$ cat config.mk
export PLATFORM = sky130hd
export DESIGN_NAME = lcd_line_timer
export DESIGN_NICKNAME = d
export VERILOG_FILES = /design/src/rtl/lcd_tim_pkg.sv /design/src/rtl/lcd_prescaler.sv /design/src/rtl/lcd_dot_counter.sv /design/src/rtl/lcd_line_counter.sv /design/src/rtl/lcd_line_timer.sv
export SDC_FILE = /design/constraint.sdc
export NUM_CORES = 1
export LEC_CHECK = 0
export ABC_CLOCK_PERIOD_IN_PS = 3100
export BUFFER_PORTS_ARGS = -buffer_cell sky130_fd_sc_hd__buf_2
export CORE_ASPECT_RATIO = 0.6
export CORE_MARGIN = 1.5
export CORE_UTILIZATION = 60
export CTS_CLUSTER_SIZE = 30
export DETAILED_ROUTE_END_ITERATION = 16
export PLACE_DENSITY = 0.81
export SYNTH_ARGS = -nofsm -noshare
export SYNTH_HDL_FRONTEND = slang
export SYNTH_HIERARCHICAL = 1
export SYNTH_SLANG_ARGS = --single-unit
$ cat constraint.sdc
create_clock -name clk -period 3.1 [get_ports clk]
set_input_delay 0.93 -clock clk [delete_from_list [all_inputs] [get_ports clk]]
set_output_delay 0.93 -clock clk [all_outputs]
set_load 0.02 [all_outputs]
$ cat src/rtl/lcd_tim_pkg.sv
package lcd_tim_pkg;

  localparam int unsigned DP_MAX = 8;
  localparam int unsigned DN_MIN = 2;
  localparam int unsigned DN_MAX = 10;
  localparam int unsigned NX_MIN = 2;
  localparam int unsigned NX_MAX = 65;

  // Dots per byte: codes 5..7 are legal, everything else maps to 8.
  function automatic int unsigned dots_per_byte(input int unsigned code);
    if (code >= 5 && code <= 7) return code + 1;
    return DP_MAX;
  endfunction

  // Bytes per line, clamped to 2..10.
  function automatic int unsigned bytes_per_line(input int unsigned code);
    int unsigned n;
    n = code + 1;
    if (n < DN_MIN) return DN_MIN;
    if (n > DN_MAX) return DN_MAX;
    return n;
  endfunction

  // Lines per frame, clamped to 2..65.
  function automatic int unsigned lines_per_frame(input int unsigned code);
    int unsigned n;
    n = code + 1;
    if (n < NX_MIN) return NX_MIN;
    if (n > NX_MAX) return NX_MAX;
    return n;
  endfunction

  function automatic int unsigned dots_per_line(input int unsigned pitch_code,
                                                input int unsigned bytes_code);
    return dots_per_byte(pitch_code) * bytes_per_line(bytes_code);
  endfunction

endpackage

$ cat src/rtl/lcd_prescaler.sv
module lcd_prescaler #(
  parameter int SEL_W = 3,
  parameter int CNT_W = (1 << SEL_W) - 1
) (
  input  logic             clk,
  input  logic             rst_n,
  input  logic             run,
  input  logic             freeze,
  input  logic [SEL_W-1:0] sel,
  output logic             tick
);

  logic [CNT_W-1:0] cnt_q;
  logic [CNT_W-1:0] limit;

  assign limit = CNT_W'((32'd1 << sel) - 32'd1);
  assign tick  = run && !freeze && (cnt_q == limit);

  always_ff @(posedge clk or negedge rst_n) begin
    if (!rst_n)       cnt_q <= '0;
    else if (!freeze) begin
      if (!run)       cnt_q <= '0;
      else if (tick)  cnt_q <= '0;
      else            cnt_q <= cnt_q + 1'b1;
    end
  end

  AST_PRE_REST: assert property (@(posedge clk) disable iff (!rst_n) (!run && !freeze) |=> (cnt_q == '0));

endmodule

$ cat src/rtl/lcd_dot_counter.sv
module lcd_dot_counter #(
  parameter int DOT_W = 7
) (
  input  logic             clk,
  input  logic             rst_n,
  input  logic             run,
  input  logic             freeze,
  input  logic             tick,
  input  logic [DOT_W-1:0] line_len,
  output logic             line_end
);

  logic [DOT_W-1:0] dot_q;

  assign line_end = tick && (dot_q == line_len - 1'b1);

  always_ff @(posedge clk or negedge rst_n) begin
    if (!rst_n)          dot_q <= '0;
    else if (!freeze) begin
      if (!run)          dot_q <= '0;
      else if (line_end) dot_q <= '0;
      else if (tick)     dot_q <= dot_q + 1'b1;
    end
  end

  AST_DOT_FROZEN: assert property (@(posedge clk) disable iff (!rst_n) freeze |=> $stable(dot_q));

endmodule

$ cat src/rtl/lcd_line_counter.sv
module lcd_line_counter #(
  parameter int LINE_W = 7,
  parameter int NX_TOP = 65
) (
  input  logic              clk,
  input  logic              rst_n,
  input  logic              run,
  input  logic              freeze,
  input  logic              line_end,
  input  logic [LINE_W-1:0] nx,
  output logic              cl2,
  output logic              frame,
  output logic              m,
  output logic [LINE_W-1:0] line
);

  logic [LINE_W-1:0] line_q;
  logic              cl2_q, frame_q, m_q;
  logic              wrap;

  assign wrap = (line_q >= nx - 1'b1);

  always_ff @(posedge clk or negedge rst_n) begin
    if (!rst_n) begin
      line_q  <= '0;
      cl2_q   <= 1'b0;
      frame_q <= 1'b0;
      m_q     <= 1'b0;
    end else if (!freeze) begin
      cl2_q   <= line_end;
      frame_q <= line_end && wrap;
      if (!run) begin
        line_q <= '0;
      end else if (line_end) begin
        line_q <= wrap ? '0 : line_q + 1'b1;
        if (wrap) m_q <= ~m_q;
      end
    end
  end

  assign cl2   = cl2_q;
  assign frame = frame_q;
  assign m     = m_q;
  assign line  = line_q;

  AST_LINE_BOUND: assert property (@(posedge clk) disable iff (!rst_n) line_q < LINE_W'(NX_TOP));

endmodule

$ cat src/rtl/lcd_line_timer.sv
module lcd_line_timer #(
  parameter int SEL_W   = 3,
  parameter int PITCH_W = 3,
  parameter int BYTES_W = 4,
  parameter int LINES_W = 7
) (
  input  logic                 clk,
  input  logic                 rst_n,
  input  logic                 run_i,
  input  logic [SEL_W-1:0]     div_sel_i,
  input  logic [PITCH_W-1:0]   pitch_i,
  input  logic [BYTES_W-1:0]   bytes_i,
  input  logic [LINES_W-1:0]   lines_i,
  input  logic                 standby_i,
  output logic                 cl2_o,
  output logic                 m_o,
  output logic                 frame_o,
  output logic [LINES_W-1:0]   line_o
);

  import lcd_tim_pkg::*;

  localparam int PRE_W = (1 << SEL_W) - 1;
  localparam int DOT_W = $clog2(DP_MAX * DN_MAX + 1);

  logic             base_tick;
  logic             line_end;
  logic [DOT_W-1:0]   line_len;
  logic [LINES_W-1:0] nx;

  assign line_len = DOT_W'(dots_per_line(32'(pitch_i), 32'(bytes_i)));
  assign nx       = LINES_W'(lines_per_frame(32'(lines_i)));

  lcd_prescaler #(.SEL_W(SEL_W), .CNT_W(PRE_W)) u_pre (
    .clk    (clk),
    .rst_n  (rst_n),
    .run    (run_i),
    .freeze (standby_i),
    .sel    (div_sel_i),
    .tick   (base_tick)
  );

  lcd_dot_counter #(.DOT_W(DOT_W)) u_dot (
    .clk      (clk),
    .rst_n    (rst_n),
    .run      (run_i),
    .freeze   (standby_i),
    .tick     (base_tick),
    .line_len (line_len),
    .line_end (line_end)
  );

  lcd_line_counter #(.LINE_W(LINES_W), .NX_TOP(NX_MAX)) u_line (
    .clk      (clk),
    .rst_n    (rst_n),
    .run      (run_i),
    .freeze   (standby_i),
    .line_end (line_end),
    .nx       (nx),
    .cl2      (cl2_o),
    .frame    (frame_o),
    .m        (m_o),
    .line     (line_o)
  );

  AST_CL2_ONE_CYCLE: assert property (@(posedge clk) disable iff (!rst_n) (cl2_o && !standby_i) |=> !cl2_o);
  AST_FRAME_AT_ZERO: assert property (@(posedge clk) disable iff (!rst_n) frame_o |-> (cl2_o && line_o == '0));
  AST_M_ONLY_AT_WRAP: assert property (@(posedge clk) disable iff (!rst_n) (m_o != $past(m_o)) |-> frame_o);
  AST_STOP_QUIET: assert property (@(posedge clk) disable iff (!rst_n) (!run_i && !standby_i) |=> (!cl2_o && !frame_o && line_o == '0));
  AST_FREEZE_HOLD: assert property (@(posedge clk) disable iff (!rst_n) standby_i |=> ($stable(cl2_o) && $stable(m_o) && $stable(frame_o) && $stable(line_o)));

endmodule

==> out/qor.yml <==
grt_pass1_wl_mm: 16.8
cts_tree: "done"
ys.flop_type: "dfrtp_1"
ir_drop_mv: 0.343
syn_inst: 363
fmax_mhz: 170
fin_crit_ns: 5.89
yosysSeqAreaShare_pct: 20.7
dieHeight_um: 56.8
violations: "negative setup slack"
setup_viol: 17
final_cells: 525
clk_pin_slew_worst_paths_ns: 0.10
drt_first_pass_iters: 5
finalCritPeriodShare_pct: 190
first_global_vias: 3430
synth_top_area_share_pct: 20.7
yosys_warnings: 6
grt_max_degree: 25
die_x_um: 92.7
routabilityCongestion: 0.828
ys_types: 64
grt.overflow.total: 0
rsz0062_at_grt: "true"
maxCapViolations: 0
syn_to_final_growth_pct: 43.3
wirelength_mm: 12.4
finalClockSkew_ns: 0.00217
detail-route-antenna-nets: 0
nNetsFinal: 520
powerDensity_mw_per_mm2: 339
status: "finished with violations"
placement.io_buffers: 30
antenna_found_initial: 0
clk_path_buf_depth: 2
synth_enable_flop_cells: 0
htreeDepth: 1
grt_use_total_pct: 41.0
cp_max_fo: 6
tns_ns: -46.40
hold_slack_ns: 0.482
clock_tree.root_cell: "clkbuf_8"
placed_cells: 507
synth.area.top_cells: "dfrtp_1, ha_1, xnor2_1"
hold_path.class: "reg -> reg"
rows: 19
layout-drive-gt1-share_pct: 38.1
required_ns: 3.29
maxSlewHeadroom_pct: 59.2
fin_area_mm2: 0.00415
wire_per_inst_um: 23.7
r2r_slack_ns: -0.20
post-dp-hpwl_mm: 6.05
leakage_nw: 1.88
path_class: "in -> reg"
cts_made_buffers: 3
core_mm2: 0.00461
vias: 3731
first_iter_violations: 680
io_pins: 31
synth_area_mm2: 0.00290
cts.sinks: 24
ys_ff_latch: 24
synth.avg_cell_area_um2: 7.98
vias_per_cell: 7.11
slew_violations: 0
critPathCaptureType: "register"
layout_setup_ws_ns: -2.79
n_antenna_cell: 0
async_flop_share_pct: 100
initial_core_util_pct: 62.8
yosysTopAreaCell: "dfrtp_1"
worst_pin_slew_ns: 0.612
drc: 0
hold_violations: 0
holdBufCountCts: 0
die-area_mm2: 0.00527
clk_latency_ns: 0.28
cp-start-kind: "input pin"
place_area_mm2: 0.00363
crit_arrival_ns: 6.08
[synth_stat cells (8+ instances only)]
cell and count:
nor3_1 17, inv_1 34, ha_1 32, a31oi_1 8, nand2_1 39, nand3_1 21
dfrtp_1 24, o21ai_0 11, nor2_1 19, xnor2_1 22, a21oi_1 11, o21ai_1 11
[what timing repair did]
action / 4_1_cts / 5_1_grt
pin swaps: 25 / 12
gates cloned: 0 / 0
setup buffers: 9 / 5
endpoints found under the setup margin: 17 / 17
endpoints found under the hold margin: 0 / 0
resized for setup: 46 / 19
[final cells by class]
cell class / count / area (um2)
inverters: 35 / 134
clock inverters: 1 / 30.0
clock buffers: 3 / 41.3
well taps: 63 / 78.8
multi-input cells: 295 / 2500
repair buffers: 104 / 768
flip-flops and latches: 24 / 601
fillers: 186 / 462
[per-stage QoR]
stage | utilization (%) | worst slack [ns] | power (mW)
after global routing | 90.0 | -2.92 | 1.45
after floorplan | - | -2.54 | 0.741
after CTS | 87.1 | -2.30 | 1.27
after detailed placement | 78.8 | -2.90 | 0.952
after global placement | 78.8 | -2.66 | 0.925
final | 90.0 | -2.79 | 1.41
[registers in the layout, indices dropped and copies added (netlist names)]
register / count
u_line/cl2: 1
u_line/m: 1
u_line/line: 7
u_line/frame: 1
u_dot/dot_q: 7
u_pre/cnt_q: 7
[routing by layer]
| metal | wire [um] | global-route usage, % |
|---|---|---|
| met5 | 0 | 0 |
| met3 | 1770 | 9.21 |
| met4 | 1100 | 19.5 |
| met1 | 4420 | 51.4 |
| met2 | 5140 | 67.3 |
[cells in the final DEF, fill, tap and decap left out, drive strengths merged, types with 2 or more instances in the layout]
master,n
buf,104
dfrtp,24
nand2,39
clkbuf,3
a21o,7
and3b,2
nor4,7
o21ai,23
nor3b,3
ha,32
nand4,4
nand3,22
nor2,19
xor2,7
a21oi,14
xnor2,22
and2,2
and3,8
nor3,18
nand2b,7
fa,4
o22ai,7
a31oi,9
a21boi,3
nor2b,4
or3,4
o211ai,6
mux2i,2
inv,35
conb,2
[logic make-up (layout without fill, tap and decap cells)]
logic type,after synthesis,count (layout),share of synthesized area [%]
AO/OA/AOI/OAI,80,80,19.1
flip-flops,24,24,20.7
other,1,2,0.129
buffers and inverters,45,143,6.09
multiplexers,3,3,1.21
adder cells (fa/ha/maj),37,37,17.0
XOR/XNOR,30,30,9.55
AND/OR/NAND/NOR,143,143,26.2
[critical path, cell delays in order]
cell and delay (ns):
buf_2 0.14, buf_4 0.19, o21ai_0 0.30, o211ai_1 0.23, buf_4 0.19, nor3b_4 0.14
fa_1 0.56, ha_4 0.22, ha_4 0.28, inv_1 0.06, fa_2 0.39, inv_2 0.05
a21o_1 0.13, a21oi_2 0.06, xnor2_1 0.13, xnor2_1 0.28, xnor2_1 0.17, or4_4 0.47
a31oi_4 0.23, o2111ai_4 0.17, inv_4 0.12, buf_12 0.10, nand2b_4 0.09, nor4_2 0.17
o21ai_1 0.12, o211ai_1 0.13
[where the power goes]
| part | switching (mW) | total (mW) | internal, mW |
|---|---|---|---|
| registers | 0.0286 | 0.356 | 0.328 |
| clock network | 0.116 | 0.289 | 0.173 |
| logic | 0.419 | 0.763 | 0.344 |
| total | 0.564 | 1.41 | 0.845 |
[worst paths after layout]
path                                                 start                         end  cells past startpoint
min in group asynchronous                            rst_n  u_pre/cnt_q[4]$_DFFE_PN0N_                      1
worst max register to register  u_pre/cnt_q[6]$_DFFE_PN0N_  u_line/line[5]$_DFFE_PN0P_                     14
max in group asynchronous                            rst_n  u_line/line[0]$_DFFE_PN0P_                      1
worst min register to register        u_line/m$_DFFE_PN0P_        u_line/m$_DFFE_PN0P_                      1
worst max-delay path                            bytes_i[3]  u_line/line[5]$_DFFE_PN0P_                     26
worst min-delay path                  u_line/m$_DFFE_PN0P_        u_line/m$_DFFE_PN0P_                      1
(Power assumes the default switching activity.)
